[src/rtl/mbox_seq_pkg.sv]
package mbox_seq_pkg;
    localparam int WORD_W    = 32;
    localparam int MSG_WORDS = 5;
    localparam int ERR_W     = 6;

    localparam logic [11:0] MSG_BASE_ADDR = 12'h100;
    localparam logic [11:0] DOORBELL_ADDR = 12'h010;
    localparam logic [11:0] HOSTBOX_ADDR  = 12'h014;

    localparam logic [ERR_W-1:0] ERR_NONE    = 6'd0;
    localparam logic [ERR_W-1:0] ERR_CHKSUM  = 6'd3;
    localparam logic [ERR_W-1:0] ERR_TIMEOUT = 6'd5;
    localparam logic [ERR_W-1:0] ERR_BADSEL  = 6'd32;

    typedef enum logic [2:0] {
        ST_IDLE,
        ST_SEND,
        ST_RING,
        ST_POLL,
        ST_GAP,
        ST_FETCH,
        ST_RELEASE
    } seq_state_e;
endpackage

[src/rtl/mbox_cmd_rom.sv]
module mbox_cmd_rom
    import mbox_seq_pkg::*;
(
    input  logic [1:0]                  sel_i,
    output logic [MSG_WORDS*WORD_W-1:0] words_o
);
    logic [WORD_W-1:0] hdr, opc, argc, arg0, sum;

    always_comb begin
        hdr  = WORD_W'(1);
        opc  = (sel_i == 2'd0) ? WORD_W'(1) : WORD_W'(2);
        argc = WORD_W'(1);
        arg0 = (sel_i == 2'd2) ? WORD_W'(2) : WORD_W'(1);
        sum  = hdr + opc + argc + arg0;
        words_o = {sum, arg0, argc, opc, hdr};
    end
endmodule

[src/rtl/mbox_reply_check.sv]
module mbox_reply_check
    import mbox_seq_pkg::*;
(
    input  logic [WORD_W-1:0]           code_i,
    input  logic [MSG_WORDS*WORD_W-1:0] words_i,
    output logic [ERR_W-1:0]            err_o
);
    logic [WORD_W-1:0] sum;
    logic [WORD_W-1:0] flags;

    always_comb begin
        sum = '0;
        for (int i = 0; i < MSG_WORDS - 1; i++) begin
            sum = sum + words_i[i*WORD_W +: WORD_W];
        end
        flags = code_i;
        flags[WORD_W-1] = 1'b0;
        err_o = ERR_NONE;
        if (sum != words_i[(MSG_WORDS-1)*WORD_W +: WORD_W]) begin
            err_o = ERR_CHKSUM;
        end else if (code_i != WORD_W'(1)) begin
            for (int b = WORD_W - 2; b >= 0; b--) begin
                if (flags[b]) err_o = ERR_W'(b + 1);
            end
        end
    end
endmodule

[src/rtl/mbox_cmd_seq.sv]
module mbox_cmd_seq
    import mbox_seq_pkg::*;
#(
    parameter int ADDR_W   = 12,
    parameter int POLL_GAP = 625,
    parameter int POLL_MAX = 200000
) (
    input  logic                        clk,
    input  logic                        rst_n,
    input  logic                        start_i,
    input  logic [1:0]                  cmd_sel_i,
    output logic                        busy_o,
    output logic                        done_o,
    output logic [ERR_W-1:0]            err_o,
    output logic [MSG_WORDS*WORD_W-1:0] result_o,
    output logic                        bus_req_o,
    output logic                        bus_we_o,
    output logic [ADDR_W-1:0]           bus_addr_o,
    output logic [WORD_W-1:0]           bus_wdata_o,
    input  logic                        bus_ack_i,
    input  logic [WORD_W-1:0]           bus_rdata_i
);
    localparam int CNT_W = $clog2(POLL_MAX + 1);
    localparam int GAP_W = $clog2(POLL_GAP + 1);
    localparam int IDX_W = 3;
    localparam int RES_W = MSG_WORDS * WORD_W;

    typedef struct packed {
        seq_state_e       st;
        logic [IDX_W-1:0] idx;
        logic [CNT_W-1:0] polls;
        logic [GAP_W-1:0] gap;
        logic [1:0]       sel;
        logic [WORD_W-1:0] code;
        logic             timed_out;
        logic [RES_W-1:0] result;
        logic             busy;
        logic             done;
        logic [ERR_W-1:0] err;
    } seq_regs_t;

    seq_regs_t r_d, r_q;
    logic [RES_W-1:0] tmpl;
    logic [ERR_W-1:0] chk_err;
    logic             xfer;

    mbox_cmd_rom u_rom (
        .sel_i   (r_q.sel),
        .words_o (tmpl)
    );

    mbox_reply_check u_check (
        .code_i  (r_q.code),
        .words_i (r_q.result),
        .err_o   (chk_err)
    );

    assign xfer = bus_req_o && bus_ack_i;

    // Bus drive derived from the registered state
    always_comb begin
        bus_req_o   = 1'b0;
        bus_we_o    = 1'b0;
        bus_addr_o  = '0;
        bus_wdata_o = '0;
        unique case (r_q.st)
            ST_SEND: begin
                bus_req_o  = 1'b1;
                bus_we_o   = 1'b1;
                bus_addr_o = ADDR_W'(MSG_BASE_ADDR) + ADDR_W'({r_q.idx, 2'b00});
                for (int i = 0; i < MSG_WORDS; i++) begin
                    if (r_q.idx == IDX_W'(i)) bus_wdata_o = tmpl[i*WORD_W +: WORD_W];
                end
            end
            ST_RING: begin
                bus_req_o   = 1'b1;
                bus_we_o    = 1'b1;
                bus_addr_o  = ADDR_W'(DOORBELL_ADDR);
                bus_wdata_o = WORD_W'(1);
            end
            ST_POLL: begin
                bus_req_o  = 1'b1;
                bus_addr_o = ADDR_W'(HOSTBOX_ADDR);
            end
            ST_FETCH: begin
                bus_req_o  = 1'b1;
                bus_addr_o = ADDR_W'(MSG_BASE_ADDR) + ADDR_W'({r_q.idx, 2'b00});
            end
            ST_RELEASE: begin
                bus_req_o  = 1'b1;
                bus_we_o   = 1'b1;
                bus_addr_o = ADDR_W'(HOSTBOX_ADDR);
            end
            default: ;
        endcase
    end

    // Next-state computation
    always_comb begin
        r_d      = r_q;
        r_d.done = 1'b0;
        unique case (r_q.st)
            ST_IDLE: begin
                if (start_i) begin
                    if (cmd_sel_i == 2'd3) begin
                        r_d.done = 1'b1;
                        r_d.err  = ERR_BADSEL;
                    end else begin
                        r_d.st        = ST_SEND;
                        r_d.busy      = 1'b1;
                        r_d.sel       = cmd_sel_i;
                        r_d.idx       = '0;
                        r_d.polls     = '0;
                        r_d.gap       = '0;
                        r_d.code      = '0;
                        r_d.timed_out = 1'b0;
                        r_d.result    = '0;
                    end
                end
            end
            ST_SEND: begin
                if (xfer) begin
                    if (r_q.idx == IDX_W'(MSG_WORDS - 1)) r_d.st = ST_RING;
                    else r_d.idx = r_q.idx + 1'b1;
                end
            end
            ST_RING: begin
                if (xfer) r_d.st = ST_POLL;
            end
            ST_POLL: begin
                if (xfer) begin
                    if (bus_rdata_i != '0) begin
                        r_d.code = bus_rdata_i;
                        r_d.idx  = '0;
                        r_d.st   = ST_FETCH;
                    end else begin
                        r_d.polls = r_q.polls + 1'b1;
                        if (r_q.polls + 1'b1 == CNT_W'(POLL_MAX)) begin
                            r_d.timed_out = 1'b1;
                            r_d.st        = ST_RELEASE;
                        end else begin
                            r_d.gap = '0;
                            r_d.st  = ST_GAP;
                        end
                    end
                end
            end
            ST_GAP: begin
                if (r_q.gap == GAP_W'(POLL_GAP - 1)) r_d.st = ST_POLL;
                else r_d.gap = r_q.gap + 1'b1;
            end
            ST_FETCH: begin
                if (xfer) begin
                    for (int i = 0; i < MSG_WORDS; i++) begin
                        if (r_q.idx == IDX_W'(i)) r_d.result[i*WORD_W +: WORD_W] = bus_rdata_i;
                    end
                    if (r_q.idx == IDX_W'(MSG_WORDS - 1)) r_d.st = ST_RELEASE;
                    else r_d.idx = r_q.idx + 1'b1;
                end
            end
            ST_RELEASE: begin
                if (xfer) begin
                    r_d.st   = ST_IDLE;
                    r_d.busy = 1'b0;
                    r_d.done = 1'b1;
                    r_d.err  = r_q.timed_out ? ERR_TIMEOUT : chk_err;
                end
            end
            default: r_d.st = ST_IDLE;
        endcase
    end

    always_ff @(posedge clk) begin
        if (!rst_n) begin
            r_q    <= '0;
            r_q.st <= ST_IDLE;
        end else begin
            r_q <= r_d;
        end
    end

    assign busy_o   = r_q.busy;
    assign done_o   = r_q.done;
    assign err_o    = r_q.err;
    assign result_o = r_q.result;
endmodule

[config.mk]
export PLATFORM = sky130hd
export DESIGN_NAME = mbox_cmd_seq
export DESIGN_NICKNAME = d
export VERILOG_FILES = /design/src/rtl/mbox_seq_pkg.sv /design/src/rtl/mbox_cmd_rom.sv /design/src/rtl/mbox_reply_check.sv /design/src/rtl/mbox_cmd_seq.sv
export SDC_FILE = /design/constraint.sdc
export NUM_CORES = 1
export LEC_CHECK = 0
export ABC_CLOCK_PERIOD_IN_PS = 11300
export CAP_MARGIN = 20
export CELL_PAD_IN_SITES_DETAIL_PLACEMENT = 0
export CELL_PAD_IN_SITES_GLOBAL_PLACEMENT = 1
export CORE_UTILIZATION = 43
export DETAILED_ROUTE_END_ITERATION = 8
export HOLD_SLACK_MARGIN = 0.15
export PLACE_DENSITY_LB_ADDON = 0.1
export SETUP_SLACK_MARGIN = 0.15
export SYNTH_ARGS = -nofsm -noshare
export SYNTH_HDL_FRONTEND = slang
export SYNTH_SLANG_ARGS = --single-unit
[constraint.sdc]
create_clock -name clk -period 11.3 [get_ports clk]
set_input_delay 2.26 -clock clk [delete_from_list [all_inputs] [get_ports clk]]
set_output_delay 2.26 -clock clk [all_outputs]
set_load 0.05 [all_outputs]
==> metrics.yaml <==
status: "finished clean"
timing.rr.end: "err_o[0]"
worst_pin_slew_ns: 1.07
cp_slowest_stage_delay_ns: 0.77
synth.area.mux_share_pct: 0.691
power.density_nw_per_um2: 111
cts_hold_buf: 0
clock_path_buffers: 3
syn-cell-area_um2: 15000
timing.critical_path.mode_cell: "nor2_1"
startpoint_type: "primary input"
synth.top_cell.area_share_pct: 31.6
overflow: 0
drv_cap: 0
p_clk_share_pct: 48.2
ys_seq_elements: 237
finalCritPeriodShare_pct: 48.1
ir_drop_uv: 113
drive_gt1_share_pct: 3.78
clock_latency_ns: 0.55
gp_congestion: 0.886
period_needed_ns: 5.43
io_pins: 252
leakagePower_nw: 6.52
rsz0062_at_grt: "false"
crit_path_top_delay_cell: "a21oi_1"
initial_utilization_pct: 43.6
drtIter0Drc: 918
synthXorXnorAreaFrac_pct: 2.73
grt_first_pass_wirelength_um: 69000
async_flop_share_pct: 0
power.switching_mw: 0.474
synthAdderAreaFrac_pct: 11.5
r2r-start: "result_o[22]"
pwr-share-comb_pct: 7.5
n_fill_cell: 3420
wl_per_cell_um: 18.5
crit_type: "primary input to flop"
core_um2: 34500
portBuffers: 214
ys_seq_area_share_pct: 31.6
synth_compound_area_share_pct: 17.3
dp_hpwl_um: 33400
setup_violations: 0
die-area_um2: 35700
syn_inst: 1953
cp-startpoint: "bus_rdata_i[14]"
antenna_found_initial: 1
fp.dieW_um: 189
dieHeight_um: 189
r2r_setup_slack_ns: 6.36
ys_top_cells_by_count: "nor2_1, a21oi_1, dfxtp_1"
clk_pin_slew_ns: 0.06
yosysTopAreaCell: "dfxtp_1"
yosys_warnings: 0
required_ns: 11.68
drc: 0
cp_cell_sequence: "clkdlybuf4s50_1 > nor4_1 > nand4_1 > nor2_1 > a21oi_1 > nor2_1 > nor2_1 > a21oi_1 > a31oi_1"
fin_nets: 2081
maxSlewHeadroom_pct: 28.8
htreeDepth: 1
arrival_ns: 5.81
skew_ns: 0.00945
routed_wl_um: 44700
areaGrowthSynthToFinish_pct: 13.2
slew_viol_final: 0
hold_viol: 0
cts_sinks: 237
synth_cell_types: 76
synth.area.top_cells: "dfxtp_1, nor2_1, buf_4"
clock.fmax_ghz: 0.184
vias: 13100
crit_fanout: 11
synth_edf_count: 0
hold_class: "flop to flop"
ff2ff_path_depth: 13
cts_resized: 0
power_switching_share_pct: 25.1
synthFlopType: "dfxtp_1"
first_pass_iters: 7
num_rows: 68
crit_end: "r_q[209]"
hold_ws_ns: 0.452
n_antenna_cell: 0
power.internal_mw: 1.42
post_cts_buffers: 0
cts_buffers: 28
setup_tns_ns: 0
synth_top_family_by_area: "simple AND/OR/NAND/NOR gates"
viasPerCell: 5.44
grt_max_degree: 133
track_usage_pct: 24.5
drtAntennaViolNets: 0
avgSynthCellArea_um2: 7.69
first_global_vias: 12200
end_kind: "flop"
yosys.area_share.simple_pct: 22.7
hold_start: "err_o[5]"
yosysMostFrequentCell: "nor2_1"
power_frac_seq_pct: 44.4
tritoncts: "built"
root_buffer: "clkbuf_16"
==> cell families after synthesis <==
| family | after synthesis |
|---|---|
| AND/OR/NAND/NOR | 771 |
| AO/OA/AOI/OAI | 455 |
| buffers and inverters | 332 |
| flip-flops | 237 |
| adder cells (fa/ha/maj) | 101 |
| XOR/XNOR | 46 |
| multiplexers | 10 |
| other | 1 |
==> power groups by stage <==
| stage | clock [mW] | sequential [mW] | combinational [mW] |
|---|---|---|---|
| finish | 0.911 | 0.840 | 0.142 |
| global route | 0.966 | 0.839 | 0.151 |
| CTS | 0.934 | 0.839 | 0.139 |
| detailed placement | 0 | 0.858 | 0.139 |
| global placement | 0 | 0.858 | 0.138 |
| floorplan | 0 | 0.858 | 0.104 |
==> metal layers <==
layer / GRT usage, % / up-vias / part of all wire (%)
li1: - / 6395 / -
met1: 33.8 / 6287 / 46
met2: 40.1 / 386 / 46
met3: 3.69 / 59 / 5.9
met4: 6.02 / 0 / 1.9
met5: 0 / - / 0
==> cell type report <==
cell class                 instances  area [µm²]  area share, %
sequential                       237        4740           27.9
clock inverter                     6         108          0.633
inverter                          31         121          0.714
clock buffer                      41         801           4.71
multi-input combinational       1420        8430           49.6
tap                              455         569           3.35
timing repair buffer             224        2240           13.2
==> worst max-delay path, delay by kind of cell <==
kind                   cells  cell delay (ns)
AND/OR/NAND/NOR            5             1.98
AO/OA/AOI/OAI              3             1.12
buffers and inverters      1             0.45
==> flip-flops by register name, summed over array words and instances (netlist names) <==
| register | count |
|---|---|
| result_o | 160 |
| done_o | 1 |
| err_o | 6 |
| busy_o | 1 |
| r_q | 69 |
==> metrics by stage <==
step | instances | area [µm²] | setup WS, ns | util [%] | power, mW
finish | 2414 | 17000 | 5.87 | 49.4 | 1.89
global route | 2414 | 17000 | 5.74 | 49.4 | 1.96
CTS | 2413 | 17000 | 6.01 | 49.3 | 1.91
detailed placement | 2366 | 16100 | 5.40 | 46.6 | 0.997
global placement | 2366 | 16100 | 5.56 | 46.6 | 0.996
floorplan | 1989 | 15200 | 6.41 | - | 0.962
==> cell usage in the layout, fill, tap and decap left out, types with 26 or more instances in the layout <==
cell type / Yosys / routed
nor2_1: 419 / 417
a21oi_1: 268 / 268
dfxtp_1: 237 / 237
clkdlybuf4s50_1: 0 / 214
nand2_1: 132 / 129
nand3_1: 66 / 66
fa_1: 62 / 62
o21ai_0: 59 / 59
ha_1: 39 / 39
conb_1: 1 / 37
inv_1: 31 / 30
xnor2_1: 29 / 29
clkbuf_16: 0 / 29
nor3_1: 26 / 26
==> worst min path at each step <==
stage / endpoint / slack [ns] / depth (start not counted)
CTS: err_o[5] / 0.46 / 2
finish: err_o[5] / 0.45 / 2
global route: r_q[212] / 0.48 / 1
floorplan: r_q[212] / 0.42 / 1
global placement: err_o[5] / 0.44 / 2
detailed placement: busy_o / 0.44 / 2
Power figures use the tool's default switching activity.
